===== config.mk =====
export PLATFORM = sky130hd
export DESIGN_NAME = ctexp_engine
export DESIGN_NICKNAME = d
export VERILOG_FILES = /design/src/rtl/ctexp_pkg.sv /design/src/rtl/ctexp_modmul.sv /design/src/rtl/ctexp_keyscan.sv /design/src/rtl/ctexp_engine.sv
export SDC_FILE = /design/constraint.sdc
export NUM_CORES = 1
export LEC_CHECK = 0
export BUFFER_PORTS_ARGS = -buffer_cell sky130_fd_sc_hd__buf_2
export CORE_AREA = 2 2 239 241
export CTS_CLUSTER_DIAMETER = 30
export CTS_CLUSTER_SIZE = 12
export DETAILED_ROUTE_END_ITERATION = 10
export DIE_AREA = 0 0 241 243
export PLACE_DENSITY = 0.55
export SYNTH_ARGS = -nofsm -noshare
export SYNTH_HDL_FRONTEND = slang
export SYNTH_HIERARCHICAL = 1
export SYNTH_SLANG_ARGS = --single-unit
export TNS_END_PERCENT = 50

===== constraint.sdc =====
create_clock -name clk -period 11.1 [get_ports clk]
set_clock_uncertainty 0.1 [all_clocks]
set_input_delay 2.22 -clock clk [delete_from_list [all_inputs] [get_ports clk]]
set_output_delay 2.22 -clock clk [all_outputs]
set_load 0.05 [all_outputs]

===== src/rtl/ctexp_pkg.sv =====
package ctexp_pkg;

  // Controller phases of one exponentiation run.
  typedef enum logic [1:0] {
    ST_IDLE = 2'd0,
    ST_LOAD = 2'd1,
    ST_SQR  = 2'd2,
    ST_MUL  = 2'd3
  } ctexp_state_e;

endpackage


===== src/rtl/ctexp_modmul.sv =====
// Bit-serial interleaved modular multiplier: product = a * b mod n.
// One load cycle, then WIDTH step cycles, each doing double-reduce and
// add-reduce; both branches are always computed and a mux picks one.
module ctexp_modmul #(
  parameter int WIDTH = 32
) (
  input  logic             clk,
  input  logic             rst_n,
  input  logic             start_i,
  input  logic [WIDTH-1:0] a_i,
  input  logic [WIDTH-1:0] b_i,
  input  logic [WIDTH-1:0] n_i,
  output logic             done_o,
  output logic [WIDTH-1:0] prod_o
);

  localparam int CW = $clog2(WIDTH + 1);

  logic [WIDTH-1:0] a_q, a_n;
  logic [WIDTH-1:0] b_q, b_n;
  logic [WIDTH-1:0] n_q, n_n;
  logic [WIDTH-1:0] acc_q, acc_n;
  logic [CW-1:0]    cnt_q, cnt_n;
  logic             run_q, run_n;
  logic             done_q, done_n;
  logic             en;

  logic [WIDTH:0]   dbl, sum;
  logic [WIDTH-1:0] dbl_red, sum_red, step;

  // Datapath: both reduction paths evaluated every cycle.
  always_comb begin
    dbl     = {acc_q, 1'b0};
    dbl_red = (dbl >= {1'b0, n_q}) ? WIDTH'(dbl - {1'b0, n_q}) : dbl[WIDTH-1:0];
    sum     = {1'b0, dbl_red} + {1'b0, a_q};
    sum_red = (sum >= {1'b0, n_q}) ? WIDTH'(sum - {1'b0, n_q}) : sum[WIDTH-1:0];
    step    = b_q[WIDTH-1] ? sum_red : dbl_red;
  end

  assign en = start_i | run_q;

  always_comb begin
    a_n    = a_q;
    b_n    = b_q;
    n_n    = n_q;
    acc_n  = acc_q;
    cnt_n  = cnt_q;
    run_n  = run_q;
    done_n = 1'b0;
    if (start_i) begin
      a_n   = a_i;
      b_n   = b_i;
      n_n   = n_i;
      acc_n = '0;
      cnt_n = CW'(WIDTH);
      run_n = 1'b1;
    end else if (run_q) begin
      acc_n = step;
      b_n   = {b_q[WIDTH-2:0], 1'b0};
      cnt_n = cnt_q - 1'b1;
      if (cnt_q == CW'(1)) begin
        run_n  = 1'b0;
        done_n = 1'b1;
      end
    end
  end

  always_ff @(posedge clk or negedge rst_n) begin
    if (!rst_n) begin
      a_q   <= '0;
      b_q   <= '0;
      n_q   <= '0;
      acc_q <= '0;
      cnt_q <= '0;
      run_q <= 1'b0;
    end else if (en) begin
      a_q   <= a_n;
      b_q   <= b_n;
      n_q   <= n_n;
      acc_q <= acc_n;
      cnt_q <= cnt_n;
      run_q <= run_n;
    end
  end

  always_ff @(posedge clk or negedge rst_n) begin
    if (!rst_n) done_q <= 1'b0;
    else        done_q <= done_n;
  end

  assign done_o = done_q;
  assign prod_o = acc_q;

  // Checker counter: cycles since the last load.
  logic [CW:0] chk_cyc_q;
  always_ff @(posedge clk or negedge rst_n) begin
    if (!rst_n)       chk_cyc_q <= '0;
    else if (start_i) chk_cyc_q <= '0;
    else if (run_q)   chk_cyc_q <= chk_cyc_q + 1'b1;
  end


  mm_latency_chk: assert property (@(posedge clk) disable iff (!rst_n)
    done_o |-> (chk_cyc_q == (CW+1)'(WIDTH)));


  mm_prod_range_chk: assert property (@(posedge clk) disable iff (!rst_n)
    done_o |-> (prod_o < n_q));

endmodule


===== src/rtl/ctexp_keyscan.sv =====
// Exponent bit scanner: presents bits from the top down, flags the last.
module ctexp_keyscan #(
  parameter int WIDTH = 32
) (
  input  logic             clk,
  input  logic             rst_n,
  input  logic             load_i,
  input  logic             adv_i,
  input  logic [WIDTH-1:0] d_i,
  output logic             bit_o,
  output logic             last_o
);

  localparam int IW = (WIDTH > 1) ? $clog2(WIDTH) : 1;

  logic [WIDTH-1:0] d_q, d_n;
  logic [IW-1:0]    idx_q, idx_n;
  logic             en;

  assign en = load_i | adv_i;

  always_comb begin
    d_n   = d_q;
    idx_n = idx_q;
    if (load_i) begin
      d_n   = d_i;
      idx_n = IW'(WIDTH - 1);
    end else if (adv_i) begin
      d_n   = {d_q[WIDTH-2:0], 1'b0};
      idx_n = idx_q - 1'b1;
    end
  end

  always_ff @(posedge clk or negedge rst_n) begin
    if (!rst_n) begin
      d_q   <= '0;
      idx_q <= '0;
    end else if (en) begin
      d_q   <= d_n;
      idx_q <= idx_n;
    end
  end

  assign bit_o  = d_q[WIDTH-1];
  assign last_o = (idx_q == '0);


  scan_order_chk: assert property (@(posedge clk) disable iff (!rst_n)
    (adv_i && !load_i && !last_o) |=> (idx_q == $past(idx_q) - 1'b1));

endmodule


===== src/rtl/ctexp_engine.sv =====
// Constant-time left-to-right exponentiator: square, always multiply,
// select the kept value with a mux. Reset is asynchronous on assertion;
// its release is expected to be synchronised upstream.
module ctexp_engine #(
  parameter int WIDTH = 32
) (
  input  logic             clk,
  input  logic             rst_n,
  input  logic             start_i,
  input  logic [WIDTH-1:0] m_i,
  input  logic [WIDTH-1:0] d_i,
  input  logic [WIDTH-1:0] n_i,
  output logic             busy_o,
  output logic             done_o,
  output logic [WIDTH-1:0] s_o
);
  import ctexp_pkg::*;

  localparam int LAT = 2 * WIDTH * (WIDTH + 1) + 1;

  ctexp_state_e     state_q, state_n;
  logic [WIDTH-1:0] m_q, m_n;
  logic [WIDTH-1:0] n_q, n_n;
  logic [WIDTH-1:0] s_q, s_n;
  logic [WIDTH-1:0] res_q, res_n;
  logic             done_q, done_n;
  logic             accept;

  logic             mm_start, mm_done;
  logic [WIDTH-1:0] mm_a, mm_b, mm_prod;
  logic             ks_load, ks_adv, ks_bit, ks_last;
  logic [WIDTH-1:0] kept;

  ctexp_modmul #(.WIDTH(WIDTH)) u_modmul (
    .clk     (clk),
    .rst_n   (rst_n),
    .start_i (mm_start),
    .a_i     (mm_a),
    .b_i     (mm_b),
    .n_i     (n_q),
    .done_o  (mm_done),
    .prod_o  (mm_prod)
  );

  ctexp_keyscan #(.WIDTH(WIDTH)) u_keyscan (
    .clk    (clk),
    .rst_n  (rst_n),
    .load_i (ks_load),
    .adv_i  (ks_adv),
    .d_i    (d_i),
    .bit_o  (ks_bit),
    .last_o (ks_last)
  );

  assign accept = (state_q == ST_IDLE) && start_i;
  // Data-independent select between the fresh product and the square.
  assign kept   = ks_bit ? mm_prod : s_q;

  always_comb begin
    state_n  = state_q;
    m_n      = m_q;
    n_n      = n_q;
    s_n      = s_q;
    res_n    = res_q;
    done_n   = 1'b0;
    mm_start = 1'b0;
    mm_a     = s_q;
    mm_b     = s_q;
    ks_load  = 1'b0;
    ks_adv   = 1'b0;
    unique case (state_q)
      ST_IDLE: begin
        if (start_i) begin
          m_n     = m_i;
          n_n     = n_i;
          s_n     = WIDTH'(1);
          ks_load = 1'b1;
          state_n = ST_LOAD;
        end
      end
      ST_LOAD: begin
        mm_start = 1'b1;
        state_n  = ST_SQR;
      end
      ST_SQR: begin
        if (mm_done) begin
          s_n      = mm_prod;
          mm_start = 1'b1;
          mm_a     = mm_prod;
          mm_b     = m_q;
          state_n  = ST_MUL;
        end
      end
      ST_MUL: begin
        if (mm_done) begin
          s_n    = kept;
          ks_adv = 1'b1;
          if (ks_last) begin
            res_n   = kept;
            done_n  = 1'b1;
            state_n = ST_IDLE;
          end else begin
            mm_start = 1'b1;
            mm_a     = kept;
            mm_b     = kept;
            state_n  = ST_SQR;
          end
        end
      end
      default: state_n = ST_IDLE;
    endcase
  end

  always_ff @(posedge clk or negedge rst_n) begin
    if (!rst_n) begin
      state_q <= ST_IDLE;
      s_q     <= '0;
      done_q  <= 1'b0;
    end else begin
      state_q <= state_n;
      s_q     <= s_n;
      done_q  <= done_n;
    end
  end

  always_ff @(posedge clk or negedge rst_n) begin
    if (!rst_n) begin
      m_q <= '0;
      n_q <= '0;
    end else if (accept) begin
      m_q <= m_n;
      n_q <= n_n;
    end
  end

  always_ff @(posedge clk or negedge rst_n) begin
    if (!rst_n)      res_q <= '0;
    else if (done_n) res_q <= res_n;
  end

  assign busy_o = (state_q != ST_IDLE);
  assign done_o = done_q;
  assign s_o    = res_q;

  // Checker counters: cycles and multiplies since the accepted start.
  logic [31:0] chk_lat_q;
  logic [15:0] chk_ops_q;
  always_ff @(posedge clk or negedge rst_n) begin
    if (!rst_n) begin
      chk_lat_q <= '0;
      chk_ops_q <= '0;
    end else if (accept) begin
      chk_lat_q <= '0;
      chk_ops_q <= '0;
    end else if (busy_o) begin
      chk_lat_q <= chk_lat_q + 1'b1;
      if (mm_start) chk_ops_q <= chk_ops_q + 1'b1;
    end
  end


  run_latency_chk: assert property (@(posedge clk) disable iff (!rst_n)
    done_o |-> (chk_lat_q == 32'(LAT)));


  done_single_chk: assert property (@(posedge clk) disable iff (!rst_n)
    done_o |=> !done_o);


  busy_clear_chk: assert property (@(posedge clk) disable iff (!rst_n)
    done_o |-> !busy_o);


  mul_count_chk: assert property (@(posedge clk) disable iff (!rst_n)
    done_o |-> (chk_ops_q == 16'(2 * WIDTH)));


  back_to_square_chk: assert property (@(posedge clk) disable iff (!rst_n)
    (state_q == ST_MUL && mm_done && !ks_last) |=> (state_q == ST_SQR));


  result_hold_chk: assert property (@(posedge clk) disable iff (!rst_n)
    !done_o |-> $stable(s_o));


  in_latch_chk: assert property (@(posedge clk) disable iff (!rst_n)
    (busy_o && start_i) |=> ($stable(m_q) && $stable(n_q)));

endmodule


Word level (Yosys, flattened, before mapping). Cells that the tools add are included.

Add/subtract/negate cells: 5. $mul: 0. Divide/modulo/power cells: 0. $lt $le $gt $ge: 2. Equal/unequal tests: 7. Shifts and indexed selects: 0. Muxes and demuxes: 44. Bitwise gates (word level): 2. Reduce and logical (&&, ||, !) cells: 14.

Operators by type and width (count): 2-to-1 mux 32 bit (16); one-hot mux 32 bit (2 select lines) (2); one-hot mux 32 bit (3 select lines) (1); >= comparator 33 x 32 -> 1 bit (2); subtractor 32 bit (2); adder 32 x 32 -> 33 bit (1); 2-to-1 mux 1 bit (15); 2-to-1 mux 6 bit (2); 2-to-1 mux 5 bit (2); AND reduction 3 bit (3); 2-to-1 mux 2 bit (4); one-hot mux 2 bit (4 select lines) (1); equality test 6 x 1 -> 1 bit, second input constant (1); AND reduction 2 bit (3); nonzero test 2 bit (3); subtractor 6 x 1 -> 6 bit, second input constant (1); zero test 5 bit (1); subtractor 5 x 1 -> 5 bit, second input constant (1); equality test 2 bit, second input constant (2); != test 2 x 1 -> 1 bit, second input constant (2); AND reduction 4 bit (1); one-hot mux 1 bit (3 select lines) (1); nonzero test 3 bit (1); equality test 2 x 1 -> 1 bit, second input constant (1); 4 further kinds (5).

Register bits: 304. Bits in latches: 0. Bits in writable memories: 0. ROM bits: 0. Input bits: 99. Output and inout bits: 34. Word-level logic and storage cells: 89. Memories: 0.

Logic depth before layout (Yosys ltp). Gate-level depths: netlist (run 1).

Depth after elaboration: 8. Mapped depth: 35. Depth with buffers taken out: 31.

Hierarchy. The synthesis (run 1) kept the hierarchy.

Modules (own cells, without submodules): ctexp_modmul (times used 1, cells each 1310, area an instance 11262.1 µm², sequential area each 3403.3 µm²); ctexp_engine (times used 1, cells each 520, area an instance 6446.2 µm², sequential area each 3278.1 µm²); ctexp_keyscan (times used 1, cells each 165, area an instance 1749.2 µm², sequential area each 925.9 µm²).

Worst setup path before layout (run 1). No wires, ideal clock.

Path kind: register to register. Start point: register u_modmul.acc_q[5] (netlist: u_modmul/prod_o[5]). End point: register u_modmul.acc_q[21] (netlist: u_modmul/prod_o[21]). Library setup time: 0.121 ns. Data arrival time: 6.686 ns. Path slack: 4.193 ns. Cell stages (with the launch flop): 32. Path buffers: 3. Cells stage by stage: dfrtp_1 > ha_1 > a211oi_1 > nand2_1 > o211ai_2 > o21ai_1 > o211a_1 > a211oi_2 > buf_2 > buf_2 > nor2_1 > ha_1 > fa_1 > a211oi_2 > o21a_1 > o31ai_4 > nand3_1 > a31oi_2 > a21bo_2 > xor2_1 > ha_1 > clkbuf_1 > a21oi_1 > nor2b_1 > o21a_1 > o21a_1 > o21ai_1 > o211ai_4 > a221o_2 > mux2_4 > mux2_2 > a22o_1.

Longest elaborated chain between the ends: 8.

Ends and longest elaborated chain: start: declaration (RTL line ctexp_modmul.sv:22) `logic [WIDTH-1:0] acc_q, acc_n;`; start signal: assignment (RTL line ctexp_modmul.sv:80) `acc_q <= acc_n;`; subtractor 32 bit / >= comparator 33 x 32 -> 1 bit (equally long branches) (RTL line ctexp_modmul.sv:34) `dbl_red = (dbl >= {1'b0, n_q}) ? WIDTH'(dbl - {1'b0, n_q}) : dbl[WIDTH-1:0];`; 2-to-1 mux 32 bit (*) (RTL line ctexp_modmul.sv:34); adder 32 x 32 -> 33 bit (RTL line ctexp_modmul.sv:35) `sum = {1'b0, dbl_red} + {1'b0, a_q};`; subtractor 32 bit / >= comparator 33 x 32 -> 1 bit (equally long branches) (RTL line ctexp_modmul.sv:36) `sum_red = (sum >= {1'b0, n_q}) ? WIDTH'(sum - {1'b0, n_q}) : sum[WIDTH-1:0];`; 2-to-1 mux 32 bit (RTL line ctexp_modmul.sv:36); 2-to-1 mux 32 bit (*) (RTL line ctexp_modmul.sv:37) `step = b_q[WIDTH-1] ? sum_red : dbl_red;`; 2-to-1 mux 32 bit (*) (RTL line ctexp_modmul.sv:57) `end else if (run_q) begin`; 2-to-1 mux 32 bit (*) (RTL line ctexp_modmul.sv:50) `if (start_i) begin`.

Mark *: on every way between the ends. The rest lies on a longest branch, timed or not. The select of a mux whose other input is x is not followed. A chain may end at the register's enable or synchronous reset.

Worst setup path in the final report (run 1).
Start point: register u_modmul.acc_q[11] (netlist: u_modmul/prod_o[11]). End point: register u_modmul.acc_q[26] (netlist: u_modmul/prod_o[26]).

The elaborated chain is that of the path after synthesis.

==> flow_metrics.py, run 1 <==
metrics = {
    "synth": {
        "synth_area_leaders": "dfrtp_1, mux2_2, mux2i_1, ha_1, o21ai_0",
        "yosysTopAreaCell": "dfrtp_1",
        "async_flop_share": 1.00,
        "synth_ff_type": "dfrtp_1",
        "yosys_warnings": 6,
        "synth_area_sq_mm": 0.0195,
        "synth_edf_count": 0,
        "synth_top_area_frac": 0.391,
        "synth.avg_cell_area_sq_um": 9.75,
        "synthesis.nets": 2196,
        "ys_ff_latch": 304,
        "ys_seq_area_frac": 0.391,
        "yosysUniqueCellTypes": 87,
        "syn_inst": 1995,
    },
    "sta": {
        "slew_headroom": 0.274,
        "rsz0062_at_grt": "no",
        "fmaxAchievable_mhz": 113,
        "fin_crit_ns": 8.85,
        "fin_crit_sh": 0.797,
        "fin_setup_tns_ns": 0,
        "drv_slew": 0,
        "setup-violations-final": 0,
        "hold_viol_final": 0,
        "worst_pin_slew_ns": 1.09,
    },
    "cts": {
        "post_cts_buffers": 0,
        "cts_hold_buf": 0,
        "h-tree-depth": 3,
        "cts_buffers": 86,
        "cts_buffer_depth": 3,
        "clockRootBuffer": "clkbuf_16",
        "cts_resized": 0,
        "clk_latency_ns": 0.62,
        "clock-sinks": 304,
        "clkTransAtPathRegs_ns": 0.04,
        "cts_tree": "yes",
    },
    "placement": {
        "place.gp.congestion": 0.882,
        "io_buffers": 132,
        "dp_hpwl_mm": 40.5,
    },
    "detailed_routing": {
        "dr.pass1.iters": 5,
        "wl_per_cell_um": 19.4,
        "drc": 0,
        "drt_iter0_markers": 1045,
        "num_vias": 15600,
        "drtAntennaViolNets": 0,
        "avgViaCountPerCell": 5.30,
        "drt-total-wl_mm": 57.0,
    },
    "grt": {
        "grt_most_used_layer": "met1",
        "use_met2": 0.279,
        "use_met3": 0.0406,
        "grt_overflow_total": 0,
        "grt_use_total": 0.195,
        "grt_max_degree": 195,
        "grt_pass1_vias": 15900,
        "grt_pass1_wl_mm": 89.7,
        "antenna_found_initial": 0,
        "grtUsageMet1": 0.287,
    },
    "setup_path": {
        "cp.arrival_ns": 9.22,
        "path_class": "reg2reg",
        "slowest_stage": "a211oi_4",
        "critPathBufInv": 2,
        "crit_family": "compound AO/OA/AOI/OAI gates",
        "critPathRequiredTime_ns": 11.47,
        "cp_max_fo": 43,
        "end_kind": "flop",
        "max_stage_delay_ns": 0.64,
        "cp-start-kind": "flop",
    },
    "die": {
        "start_util": 0.348,
        "num_rows": 87,
        "fp.coreArea_sq_mm": 0.0560,
        "ios": 133,
        "die_h_um": 243,
        "dieArea_sq_mm": 0.0586,
        "dieWidth_um": 241,
    },
    "final_layout": {
        "final_cell_mix": "dfrtp_1, nand2_1, o21ai_0",
        "drive_above_1_share": 0.215,
        "fin_nets": 2321,
        "antenna_cells": 0,
        "area_growth_syn_to_layout_pct": 22.2,
        "layout_commonest_cell": "dfrtp_1",
    },
    "flow_run": {
        "maxCapViolCount": 0,
    },
    "status": {
        "status": "complete, no violations",
    },
    "min_path": {
        "hold_path_class": "reg2reg",
    },
}
==> routing by layer <==
layer | part of all wire | vias up
li1 | - | 7508
met1 | 0.50 | 7628
met2 | 0.41 | 414
met3 | 0.059 | 82
met4 | 0.024 | 0
met5 | 0 | -
==> worst min-delay path, stage by stage (launching register included) <==
cell and delay [ns]:
dfrtp_1 0.33, nand2_1 0.04, o21ai_0 0.06
==> worst paths after layout <==
kind / cells after the start / startpoint / slack (ns) / end
worst min register to register: 2 / s_o[8] / 0.37 / s_o[8]
worst min-delay path: 2 / s_o[8] / 0.37 / s_o[8]
max in group asynchronous: 2 / rst_n / 7.76 / u_modmul/done_o
worst max-delay path: 29 / u_modmul/prod_o[11] / 2.25 / u_modmul/prod_o[26]
worst max register to register: 29 / u_modmul/prod_o[11] / 2.25 / u_modmul/prod_o[26]
min in group asynchronous: 1 / rst_n / 1.52 / s_q[2]
==> cell families after synthesis <==
| logic type | after synthesis | share of synthesized area |
|---|---|---|
| AOI/OAI and AO/OA | 570 | 0.195 |
| xor gates and xnor gates | 80 | 0.0360 |
| adders and majority gates | 102 | 0.0667 |
| buffers and inverters | 175 | 0.0428 |
| DFF | 304 | 0.391 |
| muxes | 279 | 0.153 |
| and+or+nand+nor | 485 | 0.116 |
==> cell type report <==
type	instances	area (sq um)
multi-input cells	1516	11100
well taps	756	946
fillers	5468	32200
clock buffers	113	2390
inverters	62	233
flip-flops and latches	304	7610
clock inverters	46	718
repair buffers	150	818
==> cell usage after synthesis (14+ instances only) <==
master,n
mux2i_1,140
a221o_1,34
a21oi_1,81
buf_2,35
nand2b_1,34
a21o_1,37
xor2_1,27
o21ai_1,43
clkbuf_1,49
mux2_2,136
a211oi_1,28
nand3_1,23
nand2_1,211
o211ai_1,14
o21a_1,20
o21ai_0,176
a22o_1,33
nor2b_1,17
dfrtp_1,304
nor2_1,122
ha_1,99
xnor2_1,53
inv_1,62
==> through the flow <==
stage	std cells	instance area [sq um]	hold WS [ns]	util	setup WS (ns)
final	2947	23800	0.371	0.425	2.25
after CTS	2947	23800	0.380	0.425	2.16
after detailed placement	2788	20700	0.370	0.369	2.20
after global placement	2788	20700	0.360	0.369	2.55
after global routing	2947	23800	0.401	0.425	1.39
after floorplan	1995	19500	0.349	-	4.19
Power of run 1 is not shown: default switching activity piles up to over one toggle a cycle in this logic, so the estimate is an artifact.
==> run 2: changes to the inputs <==
--- a/config.mk
+++ b/config.mk
@@ -11,7 +11,7 @@
 export CTS_CLUSTER_SIZE = 12
 export DETAILED_ROUTE_END_ITERATION = 10
 export DIE_AREA = 0 0 241 243
-export PLACE_DENSITY = 0.55
+export PLACE_DENSITY = 0.57
 export SYNTH_ARGS = -nofsm -noshare
 export SYNTH_HDL_FRONTEND = slang
 export SYNTH_HIERARCHICAL = 1
==> constraint.sdc (replaced) <==
create_clock -name clk -period 7.21 [get_ports clk]
set_clock_uncertainty 0.1 [all_clocks]
set_input_delay 1.442 -clock clk [delete_from_list [all_inputs] [get_ports clk]]
set_output_delay 1.442 -clock clk [all_outputs]
set_load 0.05 [all_outputs]
==> run 2 against run 1 <==
  * Die area stayed put
  * Worst hold slack got worse by 0.0025 ns
  * Highest routed layer unchanged
  * Via count is 6.7% higher
  * First-iteration DRC count decreased by 2.5%
  * Routed wire length grew 7.4%
  * Register-to-register slack worse by 2.2 ns
  * Global-route usage is 1.1 points higher
  * Utilization grew 4.8 points
  * Fmax grew 23%
  * Largest cell class unchanged
==> flow_metrics.py, run 2 (synthesis results as in run 1) <==
metrics = {
    "status": {
        "status": "complete, no violations",
    },
    "final_layout": {
        "fin_nets": 2583,
        "layout_commonest_cell": "dfrtp_1",
        "drive_above_1_share": 0.345,
        "multiInputGateArea_sq_mm": 0.0118,
        "regArea_sq_mm": 0.00761,
        "area_growth_syn_to_layout_pct": 36.0,
        "final_cell_mix": "dfrtp_1, buf_4, nand2_1",
        "fillCellCount": 5245,
        "antenna_cells": 0,
    },
    "die": {
        "fp.coreArea_sq_mm": 0.0560,
        "ios": 133,
        "num_rows": 87,
        "die_h_um": 243,
        "dieArea_sq_mm": 0.0586,
        "start_util": 0.348,
        "dieWidth_um": 241,
    },
    "sta": {
        "setup-violations-final": 0,
        "fin_setup_tns_ns": 0,
        "fmaxAchievable_mhz": 139,
        "fin_crit_ns": 7.21,
        "rsz0062_at_grt": "yes",
        "slew_headroom": 0.323,
        "hold_viol_final": 0,
        "fin_crit_sh": 1.00,
        "worst_pin_slew_ns": 1.01,
        "drv_slew": 0,
    },
    "setup_path": {
        "r2r_setup_slack_ns": 0.002,
        "cp.arrival_ns": 7.60,
        "cp_max_fo": 8,
        "cp-start-kind": "flop",
        "max_stage_delay_ns": 0.50,
        "critPathRequiredTime_ns": 7.61,
        "slowest_stage": "a221o_2",
        "reg2reg_depth": 32,
        "path_class": "reg2reg",
        "end_kind": "flop",
    },
    "detailed_routing": {
        "drc": 0,
        "drt-total-wl_mm": 61.3,
        "drtAntennaViolNets": 0,
        "num_vias": 16700,
        "avgViaCountPerCell": 5.20,
        "dr.pass1.iters": 5,
        "drt_iter0_markers": 1019,
        "wl_per_cell_um": 19.1,
    },
    "grt": {
        "grt_pass1_vias": 16900,
        "grt_max_degree": 138,
        "grt_pass1_wl_mm": 94.7,
        "grt_use_total": 0.206,
        "antenna_found_initial": 0,
        "grt_overflow_total": 0,
    },
    "cts": {
        "clk_latency_ns": 0.62,
        "cts_buffer_depth": 3,
        "cts_tree": "yes",
        "cts_hold_buf": 0,
        "h-tree-depth": 3,
        "clockRootBuffer": "clkbuf_16",
        "clkTransAtPathRegs_ns": 0.04,
        "cts_buffers": 83,
        "clock-sinks": 304,
    },
    "min_path": {
        "hold_path_class": "reg2reg",
        "whs_path_depth": 2,
    },
    "flow_run": {
        "maxCapViolCount": 0,
    },
    "placement": {
        "dp_hpwl_mm": 42.8,
        "place.gp.congestion": 0.926,
        "io_buffers": 132,
    },
}
-- run 2: path summary, 6_finish.rpt --
kind	endpoint	startpoint
setup reg to reg	u_modmul/prod_o[21]	u_modmul/n_q[8]
hold / removal	s_o[22]	s_o[22]
setup / recovery	u_modmul/prod_o[21]	u_modmul/n_q[8]
min in group asynchronous	m_q[6]	rst_n
max in group asynchronous	u_modmul/n_q[1]	rst_n
hold reg to reg	s_o[22]	s_o[22]
-- run 2: per-layer routing --
layer | part of all wire | wire length, um | up-vias | track usage
li1 | - | - | 8071 | -
met4 | 0.018 | 1100 | 0 | 0.0579
met2 | 0.44 | 26800 | 398 | 0.312
met3 | 0.051 | 3140 | 80 | 0.0391
met5 | 0 | 0 | - | 0
met1 | 0.49 | 30200 | 8130 | 0.296
-- run 2: repair_timing --
item | in CTS | in global routing
buffers inserted | 3 | 25
pin swaps | 8 | 74
gates resized for setup | 17 | 147
gates cloned | 1 | 3
endpoints found under the setup margin | 32 | 32
-- run 2: worst max-delay path: cells and delay by family, from the launching register on --
kind | cells | cell delay [ns]
AOI/OAI and AO/OA | 14 | 3.05
adders and majority gates | 3 | 0.80
DFF | 1 | 0.36
xor gates and xnor gates | 1 | 0.24
buffers and inverters | 6 | 0.84
muxes | 3 | 0.93
and+or+nand+nor | 5 | 0.76
-- run 2: per-stage QoR --
stage               hold WS (ns)  std cells  setup WS [ns]  area, sq um  utilization
finish                     0.369       3208        0.00165        26500        0.473
global placement           0.358       3022         -0.235        22500        0.402
floorplan                  0.349       1995          0.303        19500            -
CTS                        0.376       3181       -0.00246        25500        0.456
detailed placement         0.367       3022         -0.350        22500        0.402
global route               0.390       3208         -0.232        26500        0.473
-- run 2: final cells by class --
type | instances | share of cell area
multi-input combinational | 1517 | 0.446
sequential | 304 | 0.288
timing repair buffer | 414 | 0.111
clock buffer | 114 | 0.0909
tap | 756 | 0.0357
clock inverter | 41 | 0.0195
inverter | 62 | 0.00879
Power of run 2 is left out for the same reason.
==> run 3: changes to the inputs <==
--- a/config.mk
+++ b/config.mk
@@ -6,12 +6,12 @@
 export NUM_CORES = 1
 export LEC_CHECK = 0
 export BUFFER_PORTS_ARGS = -buffer_cell sky130_fd_sc_hd__buf_2
-export CORE_AREA = 2 2 239 241
+export CORE_AREA = 2 2 219 264
 export CTS_CLUSTER_DIAMETER = 30
 export CTS_CLUSTER_SIZE = 12
 export DETAILED_ROUTE_END_ITERATION = 10
-export DIE_AREA = 0 0 241 243
-export PLACE_DENSITY = 0.57
+export DIE_AREA = 0 0 221 266
+export PLACE_DENSITY = 0.56
 export SYNTH_ARGS = -nofsm -noshare
 export SYNTH_HDL_FRONTEND = slang
 export SYNTH_HIERARCHICAL = 1
==> run 3 against run 2 <==
  * Final area decreased by 0.66%
  * Fmax increased by 1.4%
  * Critical path depth decreased by 1
  * Routed wire length increased by 1.9%
  * Final cell count decreased by 0.72%
  * Worst hold slack got worse by 0.013 ns
  * Register-to-register slack improved by 0.10 ns
  * Sequential share of layout area increased by 0.19 points
  * Flip-flop and latch count unchanged
  * Critical endpoint is now u_modmul/prod_o[20]
  * Global-route usage increased by 0.26 points
==> flow_metrics.py, run 3 (synthesis results as in run 1) <==
metrics = {
    "status": {
        "status": "complete, no violations",
    },
    "min_path": {
        "min_from": "n_q[13]",
        "hold_path_end": "u_modmul/n_q[13]",
        "hold_path_class": "reg2reg",
        "whs_path_depth": 2,
    },
    "detailed_routing": {
        "drtAntennaViolNets": 0,
        "drc": 0,
        "drt-total-wl_mm": 62.5,
        "dr.pass1.iters": 6,
        "drt_iter0_markers": 1109,
        "num_vias": 17000,
        "avgViaCountPerCell": 5.34,
        "wl_per_cell_um": 19.6,
    },
    "sta": {
        "slew_headroom": 0.251,
        "setup-violations-final": 0,
        "worst_pin_slew_ns": 1.12,
        "fmaxAchievable_mhz": 141,
        "fin_crit_ns": 7.11,
        "hold_viol_final": 0,
        "fin_ws_ns": 0.101,
        "rsz0062_at_grt": "yes",
        "fin_crit_sh": 0.986,
        "drv_slew": 0,
    },
    "placement": {
        "place.gp.congestion": 0.945,
        "dp_hpwl_mm": 44.4,
        "dpl_worst_slack_ns": -0.214,
        "io_buffers": 132,
    },
    "setup_path": {
        "rr_startpoint": "u_modmul/n_q[6]",
        "cp_max_fo": 8,
        "path_class": "reg2reg",
        "critPathRequiredTime_ns": 7.59,
        "r2r_setup_slack_ns": 0.10,
        "reg2reg_depth": 31,
        "reg2reg_to": "u_modmul/prod_o[20]",
        "end_kind": "flop",
        "startpoint": "u_modmul/n_q[6]",
        "cp-start-kind": "flop",
        "cp.arrival_ns": 7.49,
        "slowest_stage": "a221o_2",
        "max_stage_delay_ns": 0.51,
    },
    "grt": {
        "grt_use_total": 0.208,
        "grt_max_degree": 195,
        "use_met2": 0.342,
        "grt_overflow_total": 0,
        "grtUsageMet1": 0.267,
        "grt_pass1_vias": 17200,
        "antenna_found_initial": 0,
        "use_met3": 0.0319,
        "grt_pass1_wl_mm": 96.5,
        "grt_most_used_layer": "met2",
    },
    "die": {
        "start_util": 0.344,
        "ios": 133,
        "dieArea_sq_mm": 0.0588,
        "die_h_um": 266,
        "dieWidth_um": 221,
        "num_rows": 96,
        "fp.coreArea_sq_mm": 0.0566,
    },
    "cts": {
        "clk_latency_ns": 0.63,
        "cts_hold_buf": 0,
        "cts_tree": "yes",
        "cts_buffers": 75,
        "cts_buffer_depth": 3,
        "h-tree-depth": 3,
        "clockRootBuffer": "clkbuf_16",
        "clkTransAtPathRegs_ns": 0.04,
        "clock-sinks": 304,
    },
    "final_layout": {
        "drive_above_1_share": 0.339,
        "layout_commonest_cell": "dfrtp_1",
        "area_growth_syn_to_layout_pct": 35.1,
        "antenna_cells": 0,
        "fin_util": 0.465,
        "final_cell_mix": "dfrtp_1, buf_4, nand2_1",
        "fin_nets": 2591,
    },
    "flow_run": {
        "maxCapViolCount": 0,
    },
}
-- run 3: what timing repair did --
action                                  in CTS  in global routing
gates cloned                                 1                  1
setup buffers                                3                 27
pin swaps                                    9                 52
endpoints found under the setup margin      30                 32
gates resized for setup                     14                135
-- run 3: final cells by class --
cell class	count	area (sq um)
Multi-Input combinational cell	1517	11700
Timing Repair Buffer	430	3050
Tap cell	735	920
Sequential cell	304	7610
Fill cell	5237	30300
Inverter	62	233
Clock buffer	94	2050
Clock inverter	43	768
-- run 3: routing by layer --
layer / vias up / wire length [um]
met5: - / 0
met4: 0 / 2470
met3: 140 / 2980
met2: 462 / 29800
met1: 8343 / 27300
li1: 8054 / -
-- run 3: how the worst max path moves through the flow --
stage,to,slack [ns],cells after the start
floorplan,u_modmul/prod_o[21],0.30,31
global route,u_modmul/prod_o[20],-0.20,32
global placement,u_modmul/prod_o[22],-0.14,31
CTS,u_modmul/prod_o[20],-0.004,30
detailed placement,u_modmul/prod_o[20],-0.21,35
finish,u_modmul/prod_o[20],0.10,31
-- run 3: critical path: cells and delay by family, from the launching register on --
kind | cells | cell delay (ns)
multiplexers | 1 | 0.35
XOR/XNOR | 1 | 0.32
flip-flops | 1 | 0.36
buffers and inverters | 6 | 0.87
AO/OA/AOI/OAI | 17 | 3.82
AND/OR/NAND/NOR | 3 | 0.32
adder cells (fa/ha/maj) | 3 | 0.82
-- run 3: per-stage QoR --
stage / setup TNS, ns / area (sq um) / hold WS [ns] / std cells
floorplan: 0 / 19500 / 0.349 / 1995
global placement: -0.621 / 22600 / 0.365 / 3017
detailed placement: -2.77 / 22600 / 0.366 / 3017
CTS: -0.00446 / 25500 / 0.365 / 3158
global route: -3.18 / 26300 / 0.390 / 3185
finish: 0 / 26300 / 0.356 / 3185
Power of run 3 is left out for the same reason.
